===== src/rtl/trace_sig_pkg.sv =====
package trace_sig_pkg;
  localparam int unsigned DEF_SIG_W   = 32;
  localparam int unsigned DEF_PC_W    = 32;
  localparam int unsigned DEF_MAX_LEN = 16;

  function automatic int unsigned cnt_width(input int unsigned max_len);
    return $clog2(max_len + 1);
  endfunction
endpackage


===== src/rtl/sig_accum.sv =====
module sig_accum #(
  parameter int unsigned SIG_W = 32,
  parameter int unsigned PC_W  = 32,
  parameter int unsigned CNT_W = 5
) (
  input  logic             clk,
  input  logic             rst,
  input  logic             flush,
  input  logic             take,
  input  logic             close,
  input  logic [SIG_W-1:0] in_dec,
  input  logic [PC_W-1:0]  in_pc,
  output logic [SIG_W-1:0] nxt_sig,
  output logic [CNT_W-1:0] nxt_cnt,
  output logic [PC_W-1:0]  nxt_pc
);
  logic             open_q;
  logic [SIG_W-1:0] sig_q;
  logic [CNT_W-1:0] cnt_q;
  logic [PC_W-1:0]  pc_q;

  // Combined view: trace contents including the instruction on the input.
  always_comb begin
    nxt_sig = (open_q ? sig_q : '0) ^ in_dec;
    nxt_cnt = (open_q ? cnt_q : '0) + CNT_W'(1);
    nxt_pc  = open_q ? pc_q : in_pc;
  end

  always_ff @(posedge clk) begin
    if (rst || flush) begin
      open_q <= 1'b0;
      sig_q  <= '0;
      cnt_q  <= '0;
      pc_q   <= '0;
    end else if (take) begin
      if (close) begin
        open_q <= 1'b0;
        sig_q  <= '0;
        cnt_q  <= '0;
      end else begin
        open_q <= 1'b1;
        sig_q  <= nxt_sig;
        cnt_q  <= nxt_cnt;
        pc_q   <= nxt_pc;
      end
    end
  end
endmodule


===== src/rtl/trace_boundary.sv =====
module trace_boundary #(
  parameter int unsigned MAX_LEN = 16,
  parameter int unsigned CNT_W   = 5
) (
  input  logic             in_branch,
  input  logic [CNT_W-1:0] nxt_cnt,
  output logic             close
);
  localparam logic [CNT_W-1:0] LIMIT = CNT_W'(MAX_LEN);

  always_comb close = in_branch || (nxt_cnt == LIMIT);
endmodule


===== src/rtl/trace_out_stage.sv =====
module trace_out_stage #(
  parameter int unsigned SIG_W = 32,
  parameter int unsigned PC_W  = 32,
  parameter int unsigned CNT_W = 5
) (
  input  logic             clk,
  input  logic             rst,
  input  logic             load,
  input  logic [SIG_W-1:0] ld_sig,
  input  logic [PC_W-1:0]  ld_pc,
  input  logic [CNT_W-1:0] ld_cnt,
  input  logic             out_ready,
  output logic             out_valid,
  output logic [SIG_W-1:0] out_sig,
  output logic [PC_W-1:0]  out_pc,
  output logic [CNT_W-1:0] out_cnt,
  output logic             free
);
  always_comb free = !out_valid || out_ready;

  always_ff @(posedge clk) begin
    if (rst) begin
      out_valid <= 1'b0;
      out_sig   <= '0;
      out_pc    <= '0;
      out_cnt   <= '0;
    end else if (load) begin
      out_valid <= 1'b1;
      out_sig   <= ld_sig;
      out_pc    <= ld_pc;
      out_cnt   <= ld_cnt;
    end else if (out_ready) begin
      out_valid <= 1'b0;
    end
  end
endmodule


===== src/rtl/trace_sig_gen.sv =====
module trace_sig_gen
  import trace_sig_pkg::*;
#(
  parameter int unsigned SIG_W   = DEF_SIG_W,
  parameter int unsigned PC_W    = DEF_PC_W,
  parameter int unsigned MAX_LEN = DEF_MAX_LEN,
  parameter int unsigned CNT_W   = cnt_width(MAX_LEN)
) (
  input  logic             clk,
  input  logic             rst,
  input  logic             flush,
  input  logic             in_valid,
  output logic             in_ready,
  input  logic [SIG_W-1:0] in_dec,
  input  logic [PC_W-1:0]  in_pc,
  input  logic             in_branch,
  output logic             out_valid,
  input  logic             out_ready,
  output logic [PC_W-1:0]  out_pc,
  output logic [SIG_W-1:0] out_sig,
  output logic [CNT_W-1:0] out_cnt
);
  logic             take;
  logic             close;
  logic             free;
  logic [SIG_W-1:0] nxt_sig;
  logic [CNT_W-1:0] nxt_cnt;
  logic [PC_W-1:0]  nxt_pc;

  always_comb begin
    in_ready = free;
    take     = in_valid && free && !flush;
  end

  sig_accum #(.SIG_W(SIG_W), .PC_W(PC_W), .CNT_W(CNT_W)) u_accum (
    .clk(clk), .rst(rst), .flush(flush), .take(take), .close(close),
    .in_dec(in_dec), .in_pc(in_pc),
    .nxt_sig(nxt_sig), .nxt_cnt(nxt_cnt), .nxt_pc(nxt_pc)
  );

  trace_boundary #(.MAX_LEN(MAX_LEN), .CNT_W(CNT_W)) u_bound (
    .in_branch(in_branch), .nxt_cnt(nxt_cnt), .close(close)
  );

  trace_out_stage #(.SIG_W(SIG_W), .PC_W(PC_W), .CNT_W(CNT_W)) u_out (
    .clk(clk), .rst(rst), .load(take && close),
    .ld_sig(nxt_sig), .ld_pc(nxt_pc), .ld_cnt(nxt_cnt),
    .out_ready(out_ready), .out_valid(out_valid),
    .out_sig(out_sig), .out_pc(out_pc), .out_cnt(out_cnt), .free(free)
  );
endmodule


===== config.mk =====
export PLATFORM = sky130hd
export DESIGN_NAME = trace_sig_gen
export DESIGN_NICKNAME = d
export VERILOG_FILES = /design/src/rtl/trace_sig_pkg.sv /design/src/rtl/sig_accum.sv /design/src/rtl/trace_boundary.sv /design/src/rtl/trace_out_stage.sv /design/src/rtl/trace_sig_gen.sv
export SDC_FILE = /design/constraint.sdc
export NUM_CORES = 1
export LEC_CHECK = 0
export ABC_AREA = 1
export BUFFER_PORTS_ARGS = -buffer_cell sky130_fd_sc_hd__buf_2
export CAP_MARGIN = 0
export CORE_ASPECT_RATIO = 0.5
export CORE_MARGIN = 2
export CORE_UTILIZATION = 55
export CTS_BUF_LIST = sky130_fd_sc_hd__clkbuf_16
export DETAILED_ROUTE_END_ITERATION = 6
export GPL_TIMING_DRIVEN = 0
export HOLD_SLACK_MARGIN = 0.03
export PLACE_DENSITY = 0.8
export SLEW_MARGIN = 20
export SYNTH_ARGS = -nofsm -noshare
export SYNTH_HDL_FRONTEND = slang
export SYNTH_SLANG_ARGS = --single-unit
export TNS_END_PERCENT = 5

===== constraint.sdc =====
create_clock -name clk -period 2.8 [get_ports clk]
set_input_delay 0.42 -clock clk [delete_from_list [all_inputs] [get_ports clk]]
set_output_delay 0.42 -clock clk [all_outputs]
set_load 0.05 [all_outputs]

# ---- Word-level counts from Yosys, hierarchy flattened
# Index checks and enable logic that the tools add are counted.
# Widths: inputs -> output; s select.
dict set report word_totals {
  register_bits 140
  inputBits 70
  output_inout_bits 71
  word_cells 30
}
dict set report classes {
  add_sub_neg 1
  eq_ne 1
  muxes 8
  bitwise_logic 2
  n_reduce_logical 10
}
# operator n
set ops {}
lappend ops {{$mux 32} 3}
lappend ops {{$xor 32x32->32} 1}
lappend ops {{$mux 5} 2}
lappend ops {{$add 5x1->5 const B} 1}
lappend ops {{$eq 5x5->1 const B} 1}
lappend ops {{$logic_and 1x1->1} 3}
lappend ops {{$logic_or 1x1->1} 3}
lappend ops {{$mux 1} 3}
lappend ops {{$logic_not 1->1} 2}
lappend ops {{$reduce_and 2->1} 1}
lappend ops {{$reduce_bool 2->1} 1}
lappend ops {{$not 1->1} 1}

# ---- Depth between registers and ports, before layout
# Gate-level depths: netlist (run 1).
dict set report depth {
  depth_word 6
  mapped_depth 17
  depth_no_buf 13
}

# ---- Modules after synthesis
# Synthesis (run 1) repeated with hierarchy kept, for this count alone.
dict set report unflattened {
  hier_cells 778
  hier_area_um2 6043.3
}
# module n_inst cells_each area_each_um2 seq_area_each_um2
set by_module_without_submodules {}
lappend by_module_without_submodules {sig_accum 1 465 3380.7 1401.3}
lappend by_module_without_submodules {trace_out_stage 1 303 2615.0 1401.3}
lappend by_module_without_submodules {trace_sig_gen 1 5 27.5 0.0}
lappend by_module_without_submodules {trace_boundary 1 5 20.0 0.0}

# ---- Worst setup path after synthesis (run 1)
# OpenSTA, ideal clock, no wires.
dict set report synth_path {
  path_kind {register to register}
  start {register u_accum.open_q}
  end {register u_out.out_pc[6]}
  setup_time_ns 0.113
  arrival_ns 2.259
  required_time_ns 2.687
  slack_ns 0.428
  stages_incl_launch_ff 18
  path_buffers 5
  period_less_slack_ns 2.372
  cell_sequence {dfxtp_1 -> buf_4 -> clkbuf_1 -> buf_2 -> nand2_1 -> inv_1 -> ha_1 -> nand2_1 -> nor2_1 -> nand2_1 -> nand2_1 -> nand3_2 -> nand2_1 -> buf_4 -> buf_6 -> nand3_1 -> nand2_1 -> nor2_1}
}
dict set report synth_via {
  elab_chain_cells 5
  word_cells_on_any_way 6
  classes_between {add/sub (1); eq/ne (1); mux (2); reduce/logical (2)}
}
# element line
set synth_rtl {}
lappend synth_rtl {{from (decl)} sig_accum.sv:17} ;# logic open_q;
lappend synth_rtl {{from (signal assigned)} sig_accum.sv:31} ;# open_q <= 1'b0;
lappend synth_rtl {{from (signal assigned)} sig_accum.sv:37} ;# open_q <= 1'b0;
lappend synth_rtl {{from (signal assigned)} sig_accum.sv:41} ;# open_q <= 1'b1;
lappend synth_rtl {{$mux 5} sig_accum.sv:25} ;# nxt_cnt = (open_q ? cnt_q : '0) + CNT_W'(1);
lappend synth_rtl {{$add 5x1->5} sig_accum.sv:25}
lappend synth_rtl {{$eq 5x5->1} trace_boundary.sv:11} ;# always_comb close = in_branch || (nxt_cnt == LIMIT);
lappend synth_rtl {{$logic_or 1x1->1} trace_boundary.sv:11}
lappend synth_rtl {{$logic_and 1x1->1} trace_sig_gen.sv:46} ;# .clk(clk), .rst(rst), .load(take && close),
lappend synth_rtl {{to (signal assigned)} trace_out_stage.sv:30} ;# out_pc <= ld_pc;
lappend synth_rtl {{to (decl)} trace_out_stage.sv:15} ;# output logic [PC_W-1:0] out_pc,
# Several ways; a longest one is shown, not always the timed one.
# A chain may end at the register's enable or synchronous reset.

# ---- Final worst setup path (run 1)
dict set report layout_path {
  start {register u_accum.open_q}
  end {register u_accum.sig_q[31]}
}
dict set report layout_via {
  elab_chain_cells 5
  word_cells_on_any_way 7
  classes_between {add/sub (1); eq/ne (1); mux (3); bitwise (1); reduce/logical (1)}
}
# element line
set layout_rtl {}
lappend layout_rtl {{$mux 5} sig_accum.sv:25}
lappend layout_rtl {{$add 5x1->5} sig_accum.sv:25}
lappend layout_rtl {{$eq 5x5->1} trace_boundary.sv:11}
lappend layout_rtl {{$logic_or 1x1->1} trace_boundary.sv:11}
lappend layout_rtl {{$mux 32 (*)} sig_accum.sv:36} ;# if (close) begin
lappend layout_rtl {{to (signal assigned)} sig_accum.sv:42} ;# sig_q <= nxt_sig;
lappend layout_rtl {{to (decl)} sig_accum.sv:18} ;# logic [SIG_W-1:0] sig_q;
# Every way passes the cells marked *; elsewhere a longest branch is shown, timed or not.

==> summary.txt, run 1 <==
Final GP Congestion: 0.899
Overflow after GRT: 0
final hold violation count: 0
fin crit period: 2.61 ns
die height: 81.6 um
routed len/inst: 13.5 um
antenna cells: 0
Critical Path Most Common Cell: nand2_1
utilization after layout: 69.5%
ratio of cells with drive above 1 in the final layout: 17.8%
Max Cap Viol: 0
crit end category: flop
Tightest Hold Check Type: input pin to flop
RSZ-0062 raised after global routing: no
Critical Path, Cell by Cell: buf_6 -> buf_4 -> buf_4 -> nand2_1 -> inv_1 -> ha_1 -> nand2_1 -> o21bai_1 -> nand2_1 -> nand3_4 -> clkbuf_1 -> nand4_1 -> a21oi_1
CP Class: flop to flop
worst skew pair latency: 0.42 ns
status: complete, no violations
Async S/R FF share, synth: 0%
fmax: 384 MHz
Post-Syn Area: 6620 um2
EDFF count, synth: 0
P&R area growth vs syn: 23.7%
Placed Instances: 1273
Worst Tran Pin Value: 0.673 ns
initial antenna violation count: 0
clk sinks: 140
most numerous cell in the Yosys netlist: nand2_1
Lkg Pwr: 0.00357 uW
layout net count: 1199
crit path DAT: 2.94 ns
PostCTS Resize Cnt: 4
final setup vio count: 0
flops & latches, synth: 140
sequential fraction of the synthesis area: 42.4%
IO buf count: 140
WL final: 17700 um
Peak VDD IR: 0.355 mV
post-route insts no fill: 1305
Std-Cell Core Area: 11800 um2
pre-CTS setup slack: -0.280 ns
GR peak layer: met2
met1 global-route usage: 34.7%
fin worst setup slack: 0.194 ns
IO Count: 141
Synth Warn #: 0
Worst Path Buf+Inv: 5
H-Tree Depth: 4
first-pass GRT wire length: 28100 um
Chip Width: 159 um
largest net degree at the start of global routing: 17
die area: 13000 um2
GRT Util Overall: 27.0%
Setup Fix Bufs, Post-CTS: 0
Vias: 6790
Post-DRT Antenna Nets: 0
worst clock skew: 0.00988 ns
CTS root buf: clkbuf_16
Synth Flop Type: dfxtp_1
syn avg cell area: 6.84 um2
vias per cell: 5.20
list of most frequent post-synthesis cells: nand2_1, nor2_1, dfxtp_1, inv_1, nand4_1
FP Rows: 28
vias in the first global route: 6082
Worst setup SP type: flop
power density over cell area: 636 nW/um2
Num CTS Buffers: 17
drt drc: 0
post-synth top area share: 42.4%
final period utilization: 93.1%
number of cells produced by synthesis: 968
dpl hpwl: 12500 um
CTS tree: done
FILL cells: 1056
TritonRoute pass-1 iters: 6
cell taking the most area after synthesis: dfxtp_1
Max Root-Sink Buffers: 2
clk slew on worst S/H paths: 0.06 ns
Distinct cells, synth: 23
setup total negative slack: 0 ns
fin. max-slew vios: 0
Post-CTS Hold Fix Bufs: 0
Max FO, Critical Path: 10
slowest cell delay on critical path: 0.39 ns
Slew HR: 55.1%
GR Util met3: 5.05%
first-iteration detailed-routing DRC count: 560
Crit path max-delay family: buffers and inverters
syn nets: 1040
Area contributors post-synth: dfxtp_1, nand2_1, nor2_1
Initial Util: 56.2%
met2 GRT Util: 46.0%
CP Data Required Time: 3.13 ns
Critical-path top delay cell: clkbuf_1
==> through the flow <==
step / hold WS [ns] / total power [uW] / instance area [um2]
floorplan: 0.445 / 2640 / 6620
global placement: 0.446 / 2830 / 7520
detailed placement: 0.451 / 2840 / 7520
CTS: 0.180 / 5220 / 8160
global route: 0.219 / 5370 / 8180
finish: 0.192 / 5210 / 8180
==> flip-flops by register name (all words and copies together) (netlist names) <==
register         flops
u_accum.cnt_q        5
u_accum.open_q       1
u_accum.pc_q        32
u_accum.sig_q       32
u_out.out_cnt        5
u_out.out_pc        32
u_out.out_sig       32
u_out.out_valid      1
==> worst paths after layout <==
check                           slack (ns)           endpoint             from  depth (start not counted)
worst max-delay path                  0.19  u_accum.sig_q[31]   u_accum.open_q                         13
worst min-delay path                  0.19    u_out.out_valid              rst                          2
worst max register to register        0.19  u_accum.sig_q[31]   u_accum.open_q                         13
worst min register to register        0.46    u_out.out_pc[0]  u_out.out_pc[0]                          2
==> placed cells by master, fill, tap and decap left out, drive strengths merged, types with 2 or more instances in the layout <==
cell | synthesis | layout
nand2 | 254 | 254
dfxtp | 140 | 140
ha | 2 | 2
clkinvlp | 0 | 3
inv | 76 | 79
bufinv | 0 | 4
clkinv | 1 | 6
nor2 | 178 | 178
buf | 37 | 177
nand3b | 33 | 33
nand4 | 68 | 68
xnor2 | 32 | 32
clkbuf | 37 | 54
a21oi | 39 | 39
nand3 | 36 | 36
o21ai | 34 | 34
==> report_power, final <==
part	leakage (uW)	internal [uW]	switching [uW]	total, uW
logic	0.00213	213	508	721
clock network	0.000295	1490	905	2400
registers	0.00114	2060	30.5	2090
==> layer usage <==
layer	vias up	part of all wire (%)
met5	-	0
met4	0	2.5
met3	43	5.8
met2	228	46
met1	3134	46
li1	3385	-
==> layout make-up <==
class                      count  area, um2  share of cell area [%]
sequential                   140       2800                    34.3
multi-input combinational    677       3180                    38.9
inverter                      77        289                    3.53
clock inverter                15        195                    2.39
timing repair buffer         140        701                    8.56
tap                          165        206                    2.52
clock buffer                  17        425                    5.20
buffer                        74        378                    4.62
==> kinds of logic (layout without fill, tap and decap cells) <==
group	Yosys count	in the layout	share of synthesized area, %
AND/OR/NAND/NOR	569	569	37.6
buffers and inverters	151	323	9.78
flip-flops	140	140	42.4
AO/OA/AOI/OAI	74	74	5.69
XOR/XNOR	32	32	4.24
adder cells (fa/ha/maj)	2	2	0.378
No activity file was read; power rests on OpenSTA's default activity.
==> run 2: changes to the inputs <==
- CELL_PAD_IN_SITES_DETAIL_PLACEMENT: default -> 1
- CELL_PAD_IN_SITES_GLOBAL_PLACEMENT: default -> 1
- CORE_UTILIZATION: 55 -> 38
- PLACE_DENSITY: 0.8 -> default
- PLACE_DENSITY_LB_ADDON: default -> 0.1
==> summary.txt, run 2 (synthesized netlist as in run 1, its figures left out) <==
Worst setup SP type: flop
met2 GRT Util: 41.8% (-4.2 points)
status: complete, no violations
Final GP Congestion: 0.835 (-7.1%)
Net Sw Power: 1470 uW (+1.8%)
crit path DAT: 2.84 ns (-0.10 ns)
ratio of cells with drive above 1 in the final layout: 18.1% (+0.33 points)
Initial Util: 38.4% (-18 points)
drt drc: 0 (unchanged)
first-pass GRT wire length: 35500 um (+26%)
vias in the first global route: 7234 (+19%)
clk slew on worst S/H paths: 0.06 ns (about the same)
Clock power frac: 46.6% (+0.6 points)
die area: 18500 um2 (+43%)
vias per cell: 4.97 (-4.4%)
WL final: 21500 um (+22%)
power density over cell area: 638 nW/um2 (+0.22%)
initial antenna violation count: 0 (unchanged)
IO Count: 141 (unchanged)
worst hold stages: 2 (unchanged)
placed inst area: 7610 um2 (+1.1%)
CP Data Required Time: 3.16 ns (+0.03 ns)
Vias: 6839 (+0.72%)
P&R area growth vs syn: 25.8%
IO buf count: 140 (unchanged)
fin crit period: 2.48 ns (-0.126 ns)
setup total negative slack: 0 ns (unchanged)
register area: 2800 um2 (unchanged)
crit end category: flop
Slew HR: 51.6% (-3.5 points)
CP Class: flop to flop
CTS root buf: clkbuf_16
final period utilization: 88.6% (-4.5 points)
CTS tree: done
area of the multi-input gates: 3190 um2 (+0.24%)
Std-Cell Core Area: 17200 um2 (+46%)
Max Cap Viol: 0 (unchanged)
Chip Width: 191 um (+20%)
largest net degree at the start of global routing: 17 (unchanged)
routed len/inst: 15.6 um (+15%)
antenna cells: 0 (unchanged)
dpl hpwl: 15200 um (+22%)
worst skew pair latency: 0.43 ns (about the same)
first-iteration detailed-routing DRC count: 310 (-45%)
FP Rows: 34 (+21%)
Num CTS Buffers: 17 (unchanged)
Post-DRT Antenna Nets: 0 (unchanged)
cell-internal power: 3840 uW (+2.0%)
Lkg Pwr: 0.00359 uW (+0.71%)
combinational share of power: 14.0% (+0.2 points)
fin. max-slew vios: 0 (unchanged)
Max FO, Critical Path: 19 (+9)
final hold violation count: 0 (unchanged)
RSZ-0062 raised after global routing: no
die height: 97.3 um (+19%)
sequential share of power: 39.4% (-0.8 points)
most frequent cells in the layout: nand2_1, nor2_1, buf_2, dfxtp_1, inv_1
Tightest Hold Check Type: input pin to flop
Finished Cell Area: 8320 um2 (+1.7%)
GRT Util Overall: 24.1% (-2.9 points)
sw frac: 27.7% (-0.032 points)
Peak VDD IR: 0.477 mV (+34%)
Worst Tran Pin Value: 0.723 ns (+0.0499 ns)
leading cell type in the layout, fill and taps excluded: nand2_1
post-route insts no fill: 1375 (+5.4%)
GR Util met3: 4.48% (-0.57 points)
Overflow after GRT: 0 (unchanged)
layout net count: 1200 (+0.083%)
FILL cells: 2314 (+120%)
R2R depth: 15 (+2)
fmax: 403 MHz (+5.1%)
worst clock skew: 0.00799 ns (-0.00189 ns)
GR peak layer: met2
clk sinks: 140 (unchanged)
met1 global-route usage: 30.9% (-3.8 points)
Placed Instances: 1342 (+5.4%)
Post-CTS Hold Fix Bufs: 0 (unchanged)
H-Tree Depth: 4 (unchanged)
final setup vio count: 0 (unchanged)
Max Root-Sink Buffers: 2 (unchanged)
TritonRoute pass-1 iters: 4 (-2)
==> run 2: repair_timing <==
item	4_1_cts	5_1_grt
setup endpoints to repair	139	129
setup buffers	0	2
pin swaps	0	2
hold endpoints to repair	0	0
gates resized for setup	9	19
==> run 2: path summary, 6_finish.rpt <==
| check | end | from | slack [ns] |
|---|---|---|---|
| max | u_out.out_pc[17] | u_accum.open_q | 0.32 |
| max reg2reg | u_out.out_pc[17] | u_accum.open_q | 0.32 |
| min reg2reg | u_out.out_pc[16] | u_out.out_pc[16] | 0.47 |
| min | u_out.out_valid | rst | 0.18 |
==> run 2: final cells by class <==
cell class                      count  share of cell area [%]
Multi-Input combinational cell    677                    38.3
Tap cell                          234                    3.52
Sequential cell                   140                    33.7
Timing Repair Buffer              142                    8.60
Clock buffer                       17                    5.11
Inverter                           77                    3.47
Buffer                             73                    4.81
Clock inverter                     15                    2.45
==> run 2: critical path, stage by stage, from the launching register on <==
cell and delay, ns:
dfxtp_2 0.38, buf_6 0.17, clkbuf_8 0.23, nand2_1 0.07, inv_1 0.08, ha_2 0.19, nand2_1 0.07, nor2_1 0.09
nand2_1 0.05, nand2_1 0.15, nand3_4 0.18, a21oi_4 0.26, buf_12 0.18, buf_6 0.14, nor2_1 0.05, nor2_1 0.09
==> run 2: routing by layer <==
layer / part of all wire [%] / vias to the layer above / wire length (um)
met5: 0 / - / 0
met4: 1.0 / 0 / 223
met3: 3.2 / 19 / 681
met2: 48 / 118 / 10300
met1: 48 / 3309 / 10300
li1: - / 3393 / -
==> run 2: power groups by stage <==
stage	clock network [uW]	registers, uW	logic, uW
global placement	0	2140	724
detailed placement	0	2140	736
CTS	2510	2090	746
finish	2470	2090	744
global route	2600	2100	817
floorplan	0	2310	329
==> run 2: per-stage QoR <==
step | util (%) | setup WS [ns] | power, uW | hold WS [ns]
after floorplan | - | 0.428 | 2640 | 0.445
after global placement | 44.2 | -0.386 | 2860 | 0.447
after detailed placement | 44.2 | -0.428 | 2870 | 0.456
after CTS | 48.0 | 0.0501 | 5350 | 0.173
after global routing | 48.3 | 0.102 | 5510 | 0.177
final | 48.3 | 0.321 | 5310 | 0.184
